File: src/rtl/vc_pkg.sv
package vc_pkg;

  // Strobes from the control to the datapath for one cycle.
  typedef struct packed {
    logic insert;    // write the evicted line into the slot at the write pointer
    logic lookup;    // a lookup is answered at the next edge
    logic hit;       // the lookup found a matching entry
    logic swapFill;  // the displaced primary line takes the hit slot
  } vcStrobe_t;

endpackage

File: src/rtl/victim_ctrl.sv
module victim_ctrl
  import vc_pkg::*;
#(
  parameter int ENTRIES = 8,
  localparam int IDX_W = $clog2(ENTRIES)
) (
  input  logic               clk,
  input  logic               rst_n,
  input  logic               evictValid,
  input  logic               lookupValid,
  input  logic               dispValid,
  input  logic [ENTRIES-1:0] matchVec,
  output vcStrobe_t          strobe,
  output logic [IDX_W-1:0]   hitIdx,
  output logic [IDX_W-1:0]   wrPtr
);

  logic hitAny;

  assign hitAny = |matchVec;

  always_comb begin
    hitIdx = '0;
    for (int i = 0; i < ENTRIES; i++) begin
      if (matchVec[i]) hitIdx = IDX_W'(i);
    end
  end

  // A lookup takes priority; the caller never overlaps the two ports.
  always_comb begin
    strobe.lookup   = lookupValid;
    strobe.hit      = lookupValid & hitAny;
    strobe.swapFill = lookupValid & hitAny & dispValid;
    strobe.insert   = evictValid & ~lookupValid;
  end

  // Insertion pointer: round robin gives oldest-first replacement.
  always_ff @(posedge clk) begin
    if (!rst_n) begin
      wrPtr <= '0;
    end else if (strobe.insert) begin
      if (wrPtr == IDX_W'(ENTRIES - 1)) wrPtr <= '0;
      else                              wrPtr <= wrPtr + 1'b1;
    end
  end

  a_r7_ptr_step: assert property (@(posedge clk) disable iff (!rst_n)
    strobe.insert |=> wrPtr == IDX_W'($past(wrPtr) + 1'b1));

  a_r7_ptr_hold: assert property (@(posedge clk) disable iff (!rst_n)
    !strobe.insert |=> $stable(wrPtr));

endmodule

File: src/rtl/victim_dp.sv
module victim_dp
  import vc_pkg::*;
#(
  parameter int ENTRIES = 8,
  parameter int ADDR_W  = 20,
  parameter int DATA_W  = 32,
  localparam int IDX_W = $clog2(ENTRIES)
) (
  input  logic               clk,
  input  logic               rst_n,
  input  vcStrobe_t          strobe,
  input  logic [IDX_W-1:0]   hitIdx,
  input  logic [IDX_W-1:0]   wrPtr,
  input  logic               evictValid,
  input  logic [ADDR_W-1:0]  evictAddr,
  input  logic [DATA_W-1:0]  evictData,
  input  logic               evictDirty,
  input  logic               lookupValid,
  input  logic [ADDR_W-1:0]  lookupAddr,
  input  logic               dispValid,
  input  logic [ADDR_W-1:0]  dispAddr,
  input  logic [DATA_W-1:0]  dispData,
  input  logic               dispDirty,
  output logic [ENTRIES-1:0] matchVec,
  output logic               respValid,
  output logic               respHit,
  output logic [DATA_W-1:0]  respData,
  output logic               respDirty,
  output logic               nextReqValid,
  output logic [ADDR_W-1:0]  nextReqAddr,
  output logic               wbValid,
  output logic [ADDR_W-1:0]  wbAddr,
  output logic [DATA_W-1:0]  wbData
);

  logic [ENTRIES-1:0] entValid;
  logic [ENTRIES-1:0] entDirty;
  logic [ADDR_W-1:0]  entAddr [ENTRIES];
  logic [DATA_W-1:0]  entData [ENTRIES];

  // Full-address comparators, one per entry.
  for (genvar g = 0; g < ENTRIES; g++) begin : g_cmp
    assign matchVec[g] = entValid[g] && (entAddr[g] == lookupAddr);
  end

  // Entry storage.
  always_ff @(posedge clk) begin
    if (!rst_n) begin
      entValid <= '0;
      entDirty <= '0;
      for (int i = 0; i < ENTRIES; i++) begin
        entAddr[i] <= '0;
        entData[i] <= '0;
      end
    end else if (strobe.insert) begin
      entValid[wrPtr] <= 1'b1;
      entDirty[wrPtr] <= evictDirty;
      entAddr[wrPtr]  <= evictAddr;
      entData[wrPtr]  <= evictData;
    end else if (strobe.hit) begin
      entValid[hitIdx] <= strobe.swapFill;
      entDirty[hitIdx] <= strobe.swapFill & dispDirty;
      if (strobe.swapFill) begin
        entAddr[hitIdx] <= dispAddr;
        entData[hitIdx] <= dispData;
      end
    end
  end

  // Registered lookup response and next-level request.
  always_ff @(posedge clk) begin
    if (!rst_n) begin
      respValid    <= 1'b0;
      respHit      <= 1'b0;
      respData     <= '0;
      respDirty    <= 1'b0;
      nextReqValid <= 1'b0;
      nextReqAddr  <= '0;
    end else begin
      respValid    <= strobe.lookup;
      respHit      <= strobe.hit;
      respData     <= strobe.hit ? entData[hitIdx] : '0;
      respDirty    <= strobe.hit & entDirty[hitIdx];
      nextReqValid <= strobe.lookup & ~strobe.hit;
      nextReqAddr  <= (strobe.lookup & ~strobe.hit) ? lookupAddr : '0;
    end
  end

  // Writeback of a dirty line pushed out by an insertion.
  always_ff @(posedge clk) begin
    if (!rst_n) begin
      wbValid <= 1'b0;
      wbAddr  <= '0;
      wbData  <= '0;
    end else begin
      wbValid <= strobe.insert & entValid[wrPtr] & entDirty[wrPtr];
      wbAddr  <= entAddr[wrPtr];
      wbData  <= entData[wrPtr];
    end
  end

  a_r9_single_match: assert property (@(posedge clk) disable iff (!rst_n)
    $onehot0(matchVec));

  a_r3_resp_next: assert property (@(posedge clk) disable iff (!rst_n)
    lookupValid |=> respValid);

  a_r4_req_xor_hit: assert property (@(posedge clk) disable iff (!rst_n)
    respValid |-> (respHit != nextReqValid));

  a_r2_capture: assert property (@(posedge clk) disable iff (!rst_n)
    strobe.insert |=> entValid[$past(wrPtr)] && entAddr[$past(wrPtr)] == $past(evictAddr));

  a_r6_drop: assert property (@(posedge clk) disable iff (!rst_n)
    (strobe.hit && !dispValid) |=> !entValid[$past(hitIdx)]);

  a_r8_wb_source: assert property (@(posedge clk) disable iff (!rst_n)
    wbValid |-> $past(evictValid));

endmodule

File: src/rtl/victim_cache.sv
module victim_cache
  import vc_pkg::*;
#(
  parameter int ENTRIES = 8,
  parameter int ADDR_W  = 20,
  parameter int DATA_W  = 32
) (
  input  logic              clk,
  input  logic              rst_n,
  input  logic              evictValid,
  input  logic [ADDR_W-1:0] evictAddr,
  input  logic [DATA_W-1:0] evictData,
  input  logic              evictDirty,
  input  logic              lookupValid,
  input  logic [ADDR_W-1:0] lookupAddr,
  input  logic              dispValid,
  input  logic [ADDR_W-1:0] dispAddr,
  input  logic [DATA_W-1:0] dispData,
  input  logic              dispDirty,
  output logic              respValid,
  output logic              respHit,
  output logic [DATA_W-1:0] respData,
  output logic              respDirty,
  output logic              nextReqValid,
  output logic [ADDR_W-1:0] nextReqAddr,
  output logic              wbValid,
  output logic [ADDR_W-1:0] wbAddr,
  output logic [DATA_W-1:0] wbData
);

  localparam int IDX_W = $clog2(ENTRIES);

  // only the two supported depths elaborate.
  if (!(ENTRIES == 4 || ENTRIES == 8)) begin : g_bad_depth
    $error("victim_cache: ENTRIES must be 4 or 8");
  end

  vcStrobe_t          strobe;
  logic [IDX_W-1:0]   hitIdx;
  logic [IDX_W-1:0]   wrPtr;
  logic [ENTRIES-1:0] matchVec;

  victim_ctrl #(.ENTRIES(ENTRIES)) u_ctrl (
    .clk         (clk),
    .rst_n       (rst_n),
    .evictValid  (evictValid),
    .lookupValid (lookupValid),
    .dispValid   (dispValid),
    .matchVec    (matchVec),
    .strobe      (strobe),
    .hitIdx      (hitIdx),
    .wrPtr       (wrPtr)
  );

  victim_dp #(.ENTRIES(ENTRIES), .ADDR_W(ADDR_W), .DATA_W(DATA_W)) u_dp (
    .clk          (clk),
    .rst_n        (rst_n),
    .strobe       (strobe),
    .hitIdx       (hitIdx),
    .wrPtr        (wrPtr),
    .evictValid   (evictValid),
    .evictAddr    (evictAddr),
    .evictData    (evictData),
    .evictDirty   (evictDirty),
    .lookupValid  (lookupValid),
    .lookupAddr   (lookupAddr),
    .dispValid    (dispValid),
    .dispAddr     (dispAddr),
    .dispData     (dispData),
    .dispDirty    (dispDirty),
    .matchVec     (matchVec),
    .respValid    (respValid),
    .respHit      (respHit),
    .respData     (respData),
    .respDirty    (respDirty),
    .nextReqValid (nextReqValid),
    .nextReqAddr  (nextReqAddr),
    .wbValid      (wbValid),
    .wbAddr       (wbAddr),
    .wbData       (wbData)
  );

endmodule

File: config.mk
export PLATFORM = sky130hd
export DESIGN_NAME = victim_cache
export DESIGN_NICKNAME = d
export VERILOG_FILES = /design/src/rtl/vc_pkg.sv /design/src/rtl/victim_ctrl.sv /design/src/rtl/victim_dp.sv /design/src/rtl/victim_cache.sv
export SDC_FILE = /design/constraint.sdc
export NUM_CORES = 1
export LEC_CHECK = 0
export CAP_MARGIN = 20
export CORE_AREA = 2 2 298 300
export CTS_BUF_LIST = sky130_fd_sc_hd__clkbuf_8
export CTS_CLUSTER_SIZE = 14
export DETAILED_ROUTE_END_ITERATION = 16
export DIE_AREA = 0 0 300 302
export SETUP_SLACK_MARGIN = 0.3
export SYNTH_ARGS = -nofsm -noshare
export SYNTH_HDL_FRONTEND = slang
export SYNTH_SLANG_ARGS = --single-unit
File: constraint.sdc
create_clock -name clk -period 13.3 [get_ports clk]
set_clock_uncertainty 0.2 [all_clocks]
set_input_delay 2.66 -clock clk [delete_from_list [all_inputs] [get_ports clk]]
set_output_delay 2.66 -clock clk [all_outputs]
set_load 0.01 [all_outputs]
==> impl_metrics.json <==
{
  "grt_pass1_vias": 21820,
  "p_leak_uw": 0.01015,
  "grt.overflow.total": 0,
  "cap_violations": 0,
  "final-seq-area_sq_um": 15050,
  "multi_input_comb_area_sq_um": 10150,
  "nFillCells": 8528,
  "final-setup-viol-count": 0,
  "syn_nets": 2404,
  "cts_tree": "yes",
  "synthArstFlopShare_pct": 0,
  "ir_drop_mv": 0.07491,
  "worstMarginPinSlew_ns": 1.178,
  "std_cell_rows": 109,
  "yosys_register_bits": 544,
  "cts_made_buffers": 93,
  "netlist_area_sq_um": 26080,
  "vias_per_cell": 6.047,
  "tns_ns": 0,
  "synthCells": 2271,
  "hold_violations": 0,
  "place.gp.congestion": 0.9561,
  "end_kind": "register",
  "power_uw": 3820,
  "start_util_pct": 29.79,
  "synthTopCellsByCount": "nor3_1, edfxtp_1, a22oi_1, dfxtp_1, clkbuf_1",
  "p_per_area_nw_per_um2": 121.2,
  "synth_edf_count": 416,
  "die_y_microns": 302,
  "critical_path_peak_fanout": 88,
  "cts_root_buf": "clkbuf_8",
  "slew_headroom_pct": 21.49,
  "grt_max_degree": 103,
  "cts.repair.resized": 0,
  "wl_per_cell_microns": 29.58,
  "critPathArrivalTime_ns": 9.26,
  "path_clk_slew_ns": 0.06,
  "cts.sinks": 544,
  "required_ns": 13.53,
  "vias": 22260,
  "dr.pass1.iters": 6,
  "worstSetupPathType": "in2reg",
  "portBuffers": 239,
  "synthTopCellsByArea": "edfxtp_1, dfxtp_1, nor3_1, a22oi_1, xnor2_1",
  "drv_slew": 0,
  "rsz0062_at_grt": "no",
  "wirelength_mm": 108.9,
  "grt_pass1_wl_mm": 153.6,
  "cts.htree.levels": 3,
  "syn_avg_cell_area_sq_um": 11.48,
  "status": "complete, no violations",
  "drive_gt1_share_pct": 9.384,
  "hp-class": "reg2reg",
  "ctsHoldBuffers": 0,
  "yosys_warnings": 0,
  "post-route-drc-count": 0,
  "antenna_left": 0,
  "core_sq_um": 87560,
  "synth_most_common_cell": "nor3_1",
  "dr.first_iter.drc_count": 3267,
  "antenna_found_initial": 5,
  "io_pins": 240,
  "ys.flop_type": "edfxtp_1",
  "fin_util_pct": 36.00,
  "setup.worst_path.start_class": "input port",
  "nets": 2571,
  "design.die.area_sq_um": 90600,
  "fin_crit_ns": 9.033,
  "synthDistinctLibCells": 73,
  "post-cts-setup-buffer-count": 0,
  "yosysTopAreaCell": "edfxtp_1",
  "clk_latency_ns": 0.75,
  "dp_hpwl_mm": 65.76,
  "max_freq_ghz": 0.1107,
  "finalCritPeriodShare_pct": 67.92,
  "yosys.area.top_type_share_pct": 47.90,
  "clockBufferDepth": 3,
  "gr-usage-all-layers_pct": 23.22,
  "yosysSeqAreaShare_pct": 57.72,
  "area_growth_pct": 20.87,
  "fp.dieW_microns": 300
}
## per-stage QoR
| stage | hold slack [ns] | cell area, sq um | cells | setup WS, ns |
|---|---|---|---|---|
| 6_report | 0.3358 | 31520 | 3681 | 4.267 |
| 5_1_grt | 0.3691 | 31520 | 3681 | 4.091 |
| 4_1_cts | 0.3289 | 31490 | 3679 | 4.270 |
| 3_5_place_dp | 0.3152 | 29650 | 3507 | 3.505 |
| 3_3_place_gp | 0.2745 | 29510 | 3502 | 3.301 |
| 2_1_floorplan | 0.2602 | 26080 | 2271 | 3.860 |
## where the power goes
| part | switching, uW | total [uW] | internal [uW] |
|---|---|---|---|
| Clock | 733 | 1520 | 791 |
| Sequential | 39.0 | 1930 | 1890 |
| Combinational | 240 | 365 | 126 |
| Total | 1010 | 3820 | 2810 |
## critical path, cell delays in order
cell and delay [ns]:
clkdlybuf4s50_1 0.82, xnor2_1 0.31, nand4_1 0.15, nor4_1 0.10
nand4b_1 0.10, buf_4 0.37, o2111ai_4 0.48, o21bai_4 0.96
buf_4 0.79, o21a_4 0.44, buf_4 0.55, buf_16 0.32
buf_4 0.85, nor3_1 0.15
## cells by family (layout without fill, tap and decap cells)
| logic type | Yosys count | after routing | share of synthesized area [%] |
|---|---|---|---|
| buffers and inverters | 239 | 483 | 4.395 |
| flip-flops | 544 | 544 | 57.72 |
| other | 0 | 1 | 0 |
| AO/OA/AOI/OAI | 522 | 522 | 14.68 |
| AND/OR/NAND/NOR | 740 | 740 | 15.19 |
| XOR/XNOR | 160 | 160 | 5.373 |
| adder cells (fa/ha/maj) | 2 | 2 | 0.09594 |
| multiplexers | 64 | 64 | 2.538 |
## sequential cells by signal (all words and copies together) (netlist names)
register and count:
u_dp.respDirty 1, u_dp.entValid 8, u_dp.entData 256, u_dp.wbAddr 20, u_dp.wbValid 1, u_dp.entAddr 160, u_dp.respData 32, u_ctrl.wrPtr 3
u_dp.entDirty 8, u_dp.respValid 1, u_dp.wbData 32, u_dp.nextReqAddr 20, u_dp.nextReqValid 1, u_dp.respHit 1
## routing by layer
layer | vias to the layer above | part of all wire (%) | global-route usage [%]
met3 | 332 | 12 | 5.825
met1 | 10970 | 40 | 31.03
met2 | 1665 | 45 | 35.63
met5 | - | 0.012 | 0
met4 | 2 | 3.8 | 10.21
li1 | 9293 | - | -
## cell type report
class,instances,share of cell area (%)
Sequential cell,544,47.76
Timing Repair Buffer,301,9.447
Multi-Input combinational cell,1488,32.19
Antenna cell,1,0.007938
Clock buffer,102,4.453
Tap cell,1165,4.624
Inverter,10,0.1191
Clock inverter,70,1.397
## cells in the final DEF (no fill, tap or decap), types with 27 or more instances in the layout
cell | synthesis | final
a221oi_1 | 32 | 32
a21oi_1 | 30 | 30
clkdlybuf4s50_1 | 0 | 239
clkbuf_8 | 0 | 102
nor4_1 | 28 | 27
edfxtp_1 | 416 | 416
buf_4 | 2 | 56
nand3_1 | 51 | 51
and2_1 | 41 | 39
xnor2_1 | 114 | 114
nor3_1 | 432 | 426
a31oi_1 | 58 | 57
inv_1 | 8 | 41
mux2i_1 | 56 | 55
xor2_1 | 46 | 46
a41oi_1 | 43 | 43
dfxtp_1 | 128 | 128
o21ai_0 | 60 | 52
nand4_1 | 46 | 46
a22oi_1 | 188 | 188
nand2_1 | 46 | 46
## worst paths after layout
path / from / endpoint / slack [ns] / cells past startpoint
worst max-delay path: lookupAddr[10] / u_dp.entData[3][4]$_SDFFCE_PN0P_ / 4.27 / 14
worst min-delay path: u_dp.entDirty[1]$_SDFFE_PN0P_ / u_dp.entDirty[1]$_SDFFE_PN0P_ / 0.34 / 2
worst max register to register: u_dp.entAddr[7][10]$_SDFFCE_PN0P_ / u_dp.entData[3][4]$_SDFFCE_PN0P_ / 6.65 / 13
worst min register to register: u_dp.entDirty[1]$_SDFFE_PN0P_ / u_dp.entDirty[1]$_SDFFE_PN0P_ / 0.34 / 2
Note: power is estimated with default switching activity, not from simulation.
